File: config.mk
export PLATFORM = sky130hd
export DESIGN_NAME = pi_fixed_loop
export DESIGN_NICKNAME = d
export VERILOG_FILES = /design/src/rtl/pi_pkg.sv /design/src/rtl/pi_err_calc.sv /design/src/rtl/pi_gain_scale.sv /design/src/rtl/pi_sat_narrow.sv /design/src/rtl/pi_fixed_loop.sv
export SDC_FILE = /design/constraint.sdc
export NUM_CORES = 1
export LEC_CHECK = 0
export BUFFER_PORTS_ARGS = -buffer_cell sky130_fd_sc_hd__buf_2
export CAP_MARGIN = 10
export CORE_MARGIN = 5
export CORE_UTILIZATION = 41
export CTS_BUF_LIST = sky130_fd_sc_hd__clkbuf_2 sky130_fd_sc_hd__clkbuf_4 sky130_fd_sc_hd__clkbuf_8
export DETAILED_ROUTE_END_ITERATION = 7
export PLACE_DENSITY = 0.61
export SLEW_MARGIN = 10
export SYNTH_ARGS = -nofsm -noshare
export SYNTH_HDL_FRONTEND = slang
export SYNTH_SLANG_ARGS = --single-unit
File: constraint.sdc
create_clock -name clk -period 41.5 [get_ports clk]
set_input_delay 0 -clock clk [delete_from_list [all_inputs] [get_ports clk]]
set_output_delay 0 -clock clk [all_outputs]
set_load 0.01 [all_outputs]
File: src/rtl/pi_pkg.sv
package pi_pkg;

    // Accumulator and intermediate arithmetic width.
    localparam int PI_ACC_W = 32;

    typedef logic signed [PI_ACC_W-1:0] pi_acc_t;

    localparam pi_acc_t PI_ACC_MAX = {1'b0, {(PI_ACC_W-1){1'b1}}};
    localparam pi_acc_t PI_ACC_MIN = {1'b1, {(PI_ACC_W-1){1'b0}}};

    // Saturating signed add at accumulator width.
    function automatic pi_acc_t pi_sat_add(input pi_acc_t a, input pi_acc_t b);
        logic signed [PI_ACC_W:0] s;
        s = {a[PI_ACC_W-1], a} + {b[PI_ACC_W-1], b};
        if (s[PI_ACC_W] != s[PI_ACC_W-1])
            return s[PI_ACC_W] ? PI_ACC_MIN : PI_ACC_MAX;
        return s[PI_ACC_W-1:0];
    endfunction

endpackage

File: src/rtl/pi_err_calc.sv
module pi_err_calc
    import pi_pkg::*;
#(
    parameter int DATA_W = 16
) (
    input  logic signed [DATA_W-1:0] setpt_i,
    input  logic signed [DATA_W-1:0] meas_i,
    output pi_acc_t                  err_o
);

    pi_acc_t setpt_w;
    pi_acc_t meas_w;

    // Sign-extend both operands before subtracting, so the difference cannot wrap.
    always_comb begin
        setpt_w = pi_acc_t'(setpt_i);
        meas_w  = pi_acc_t'(meas_i);
        err_o   = setpt_w - meas_w;
    end

endmodule

File: src/rtl/pi_gain_scale.sv
module pi_gain_scale
    import pi_pkg::*;
#(
    parameter int NUM = 64,
    parameter int DEN = 125
) (
    input  pi_acc_t x_i,
    output pi_acc_t y_o
);

    localparam pi_acc_t K_NUM = pi_acc_t'(NUM);
    localparam pi_acc_t K_DEN = pi_acc_t'(DEN);

    pi_acc_t prod_w;

    // Signed divide truncates toward zero.
    always_comb begin
        prod_w = x_i * K_NUM;
        y_o    = prod_w / K_DEN;
    end

endmodule

File: src/rtl/pi_sat_narrow.sv
module pi_sat_narrow
    import pi_pkg::*;
#(
    parameter int DATA_W = 16
) (
    input  pi_acc_t                  x_i,
    output logic signed [DATA_W-1:0] y_o,
    output logic                     hi_o,
    output logic                     lo_o
);

    localparam longint HI_L = (longint'(1) <<< (DATA_W-1)) - 1;
    localparam longint LO_L = -(longint'(1) <<< (DATA_W-1));
    localparam pi_acc_t HI  = pi_acc_t'(HI_L);
    localparam pi_acc_t LO  = pi_acc_t'(LO_L);

    pi_acc_t clip_w;

    always_comb begin
        hi_o = (x_i > HI);
        lo_o = (x_i < LO);
        if (hi_o)
            clip_w = HI;
        else if (lo_o)
            clip_w = LO;
        else
            clip_w = x_i;
        y_o = clip_w[DATA_W-1:0];
    end

endmodule

File: src/rtl/pi_fixed_loop.sv
module pi_fixed_loop
    import pi_pkg::*;
#(
    parameter int DATA_W = 16,
    parameter int KP_NUM = 64,
    parameter int KP_DEN = 125,
    parameter int KI_NUM = 51,
    parameter int KI_DEN = 1250
) (
    input  logic                     clk,
    input  logic                     rst,
    input  logic                     tick_i,
    input  logic signed [DATA_W-1:0] setpt_i,
    input  logic signed [DATA_W-1:0] meas_i,
    output logic signed [DATA_W-1:0] cmd_o,
    output logic                     cmd_vld_o
);

    localparam logic signed [DATA_W-1:0] CMD_MAX = {1'b0, {(DATA_W-1){1'b1}}};
    localparam logic signed [DATA_W-1:0] CMD_MIN = {1'b1, {(DATA_W-1){1'b0}}};

    typedef struct packed {
        pi_acc_t                  integ;
        logic signed [DATA_W-1:0] cmd;
        logic                     vld;
    } loop_st_t;

    loop_st_t st_d;
    loop_st_t st_q;

    pi_acc_t                  err_w;
    pi_acc_t                  kp_term_w;
    pi_acc_t                  ki_term_w;
    pi_acc_t                  integ_upd_w;
    pi_acc_t                  sum_w;
    logic signed [DATA_W-1:0] cmd_nar_w;
    logic                     sat_hi_w;
    logic                     sat_lo_w;

    pi_err_calc #(.DATA_W(DATA_W)) u_err (
        .setpt_i (setpt_i),
        .meas_i  (meas_i),
        .err_o   (err_w)
    );

    pi_gain_scale #(.NUM(KP_NUM), .DEN(KP_DEN)) u_kp (
        .x_i (err_w),
        .y_o (kp_term_w)
    );

    pi_gain_scale #(.NUM(KI_NUM), .DEN(KI_DEN)) u_ki (
        .x_i (err_w),
        .y_o (ki_term_w)
    );

    // The command uses the integral after this sample's update.
    always_comb begin
        integ_upd_w = pi_sat_add(st_q.integ, ki_term_w);
        sum_w       = pi_sat_add(kp_term_w, integ_upd_w);
    end

    pi_sat_narrow #(.DATA_W(DATA_W)) u_nar (
        .x_i  (sum_w),
        .y_o  (cmd_nar_w),
        .hi_o (sat_hi_w),
        .lo_o (sat_lo_w)
    );

    always_comb begin
        st_d     = st_q;
        st_d.vld = 1'b0;
        if (tick_i) begin
            st_d.integ = integ_upd_w;
            st_d.cmd   = cmd_nar_w;
            st_d.vld   = 1'b1;
        end
    end

    always_ff @(posedge clk) begin
        if (rst) begin
            st_q <= '0;
        end else begin
            st_q <= st_d;
        end
    end

    assign cmd_o     = st_q.cmd;
    assign cmd_vld_o = st_q.vld;


    reset_clear_chk: assert property (@(posedge clk)
        rst |=> (cmd_o == '0 && !cmd_vld_o && st_q.integ == '0));


    vld_after_tick_chk: assert property (@(posedge clk) disable iff (rst)
        tick_i |=> cmd_vld_o);


    vld_no_tick_chk: assert property (@(posedge clk) disable iff (rst)
        !tick_i |=> !cmd_vld_o);


    hold_state_chk: assert property (@(posedge clk) disable iff (rst)
        !tick_i |=> ($stable(cmd_o) && $stable(st_q.integ)));


    clamp_hi_chk: assert property (@(posedge clk) disable iff (rst)
        (tick_i && sat_hi_w) |=> (cmd_o == CMD_MAX));


    clamp_lo_chk: assert property (@(posedge clk) disable iff (rst)
        (tick_i && sat_lo_w) |=> (cmd_o == CMD_MIN));

endmodule

==> results.tsv <==
stage	metric	value	unit
run_status	status	finished clean	
clock_tree	clock sinks	49	
cells_and_area	ant diodes	0	
place	hpwl dp	52.9	mm
setup_path	CP startpoint	setpt_i[0]	
global_route	initial antenna violation count	0	
timing	Max-slew headroom	0.191	
clock_tree	clock root buffer	clkbuf_8	
die	Site Rows	82	
drt	WL per Instance	18.2	microns
setup_path	R2R depth	83	
clock_tree	Num CTS Buffers	5	
place	dpl cell area	21500	sq um
setup_path	max incr delay on CP	1020	ps
setup_path	Critical Path RT	41770	ps
setup_path	FF-to-FF Start	st_q[17]	
logic_synthesis	syn_nets	3179	
setup_path	Setup crit end	cmd_o[1]	
logic_synthesis	synth warn	0	
global_route	GRT overflow	0	
die	Top-Level Pins	52	
setup_path	Critical Path End Type	register	
logic_synthesis	share of the synthesized area in the top cell type	0.105	
place	GPL Wtd Cong	0.940	
setup_path	CP Data Arrival Time	37190	ps
hold_path	Hold/Removal Path Class	primary input to register	
clock_tree	CTS max path bufs	2	
clock_tree	H-tree Lvls	2	
cells_and_area	nets	3130	
clock_tree	Worst-path clk slew	120	ps
cells_and_area	Design Area, Final	21600	sq um
logic_synthesis	Gate Count Post-Synth	2949	
global_route	Total Routing Usage GR	0.220	
global_route	vias in the first global route	20800	
flow_run	max cap viols	0	
die	CORE AREA	50300	sq um
drt	violation count after the first detailed-route iteration	2074	
cells_and_area	final cell count without fillers	3573	
setup_path	most frequent CP cell	a21oi_1	
logic_synthesis	dominant cells by area after synthesis	ha_1 (10%), xnor2_1 (8.0%), a21oi_1 (5.6%), dfxtp_1 (4.7%), nor2_1 (4.5%)	
drt	Detailed Route WL	65.0	mm
die	die area	55500	sq um
logic_synthesis	cell taking the most area after synthesis	ha_1	
timing	Period Utilization, post-route	0.890	
timing	WHS	291	ps
logic_synthesis	Syn Area/Cell	7.08	sq um
drt	DRC viols	0	
global_route	global-route wire length before repair	106	mm
clock_tree	# resized after CTS	0	
timing	Fin. Hold Viols	0	
setup_path	worst setup path class	primary input to register	
logic_synthesis	Post-synth EDFFs	0	
drt	ANT nets after route	0	
setup_path	R2R Path End	cmd_o[1]	
logic_synthesis	FFs w/ async S/R, synth	0	
logic_synthesis	Mapped Area	20900	sq um
timing	Setup Viol. Count Final	0	
logic_synthesis	Seq/Total Area, Yosys	0.0470	
setup_path	slowest CP cell	o31ai_1	
logic_synthesis	Most used DFF post-synth	dfxtp_1	
place	# port buffers	51	
drt	DR vias/cell	6.23	
timing	RSZ-0062 raised after global routing	false	
die	Die Height	236	microns
logic_synthesis	#FFs+latches synth	49	
logic_synthesis	Synth top cells by count	nor2_1 (250), a21oi_1 (233), nand2_1 (190), xnor2_1 (190), ha_1 (175)	
cells_and_area	ratio of cells with drive above 1 in the final layout	0.0882	
timing	slew at the pin closest to its max-slew limit	1200	ps
clock_tree	Post-CTS Setup Bufs	0	
hold_path	hold wc startpoint	rst	
timing	Final Critical Period	36910	ps
die	Initial Util	0.415	
logic_synthesis	most frequent cell after synthesis	nor2_1	
timing	Total Negative Setup Slacks	0	ps
clock_tree	clk_lat worst skew	350	ps
timing	Final Max Slew Viols	0	
clock_tree	hold_buf cts	0	
logic_synthesis	Synth cell types	140	
timing	Max Clk Rate	27.1	MHz
cells_and_area	Area Overhead vs Synth	3.64	%
die	die width	236	microns
place	placed insts	3564	
timing	clk_skew	12.5	ps
setup_path	crit-path max FO	34	
drt	DR pass1 iterations	5	
clock_tree	clock tree from TritonCTS	built	
drt	via count	22300	
global_route	largest net degree at the start of global routing	55	
setup_path	crit start category	primary input	
setup_path	Reg2Reg Setup Slack	25040	ps
stage by stage:
| stage | worst slack (ps) | utilization |
|---|---|---|
| after floorplan | 11240 | - |
| after global placement | 5600 | 0.428 |
| after detailed placement | 4760 | 0.428 |
| after CTS | 4980 | 0.430 |
| after global routing | 1330 | 0.430 |
| final | 4590 | 0.430 |
area by class of cell:
class	count	area, sq um
repair buffers	68	383
multi-input cells	2598	18600
inverters	178	668
fillers	5182	28600
well taps	672	841
clock buffers	6	82.6
flip-flops and latches	49	981
clock inverters	2	37.5
cells in the final DEF, fill, tap and decap left out, types with 37 or more instances in the layout:
cell and instances:
a211oi_1 49, mux2i_1 46, nor3_1 93, xnor2_1 189, a21o_1 74, dfxtp_1 49
nor2_1 250, a21oi_1 233, and3_1 37, nand2_1 190, xor2_1 62, o21ai_0 145
buf_2 51, inv_1 170, nor2b_1 37, a31oi_1 54, ha_1 175, nand3_1 98
o21bai_1 50, o211ai_1 44, and2_1 47, o21a_1 43
critical path: cells and delay by family:
| kind | cells | cell delay (ps) |
|---|---|---|
| mux | 2 | 830 |
| compound gates | 99 | 23610 |
| fa+ha+maj | 14 | 5420 |
| simple gates | 21 | 5060 |
| buf+inv | 7 | 980 |
| xor+xnor | 7 | 1210 |
registers in the layout, summed over array words and instances, names as in the netlist:
register,cells
st_q,32
cmd_o,16
cmd_vld_o,1
kinds of logic after synthesis:
kind of cell / Yosys count / share of synthesized area
adder cells (fa/ha/maj): 205 / 0.129
XOR/XNOR: 264 / 0.116
AO/OA/AOI/OAI: 1066 / 0.368
flip-flops: 49 / 0.0470
AND/OR/NAND/NOR: 1001 / 0.248
buffers and inverters: 302 / 0.0609
multiplexers: 62 / 0.0312
layer usage:
| layer | part of all wire | up-vias | global-route usage |
|---|---|---|---|
| li1 | - | 11000 | - |
| met5 | 0 | - | 0 |
| met4 | 0.021 | 0 | 0.0514 |
| met1 | 0.48 | 10500 | 0.310 |
| met2 | 0.46 | 689 | 0.366 |
| met3 | 0.047 | 93 | 0.0173 |
worst min-delay path by stage:
stage                      endpoint  cells past startpoint  slack (ps)
after floorplan           cmd_vld_o                      0         300
after global placement    cmd_vld_o                      1         400
after detailed placement  cmd_vld_o                      1         400
after CTS                  cmd_o[9]                      2         270
after global routing       st_q[34]                      2         340
final                     cmd_o[10]                      2         290
Power is left out: the tool's default activity adds up to more than one toggle a clock period on the data nets, which glitch-free logic cannot reach.
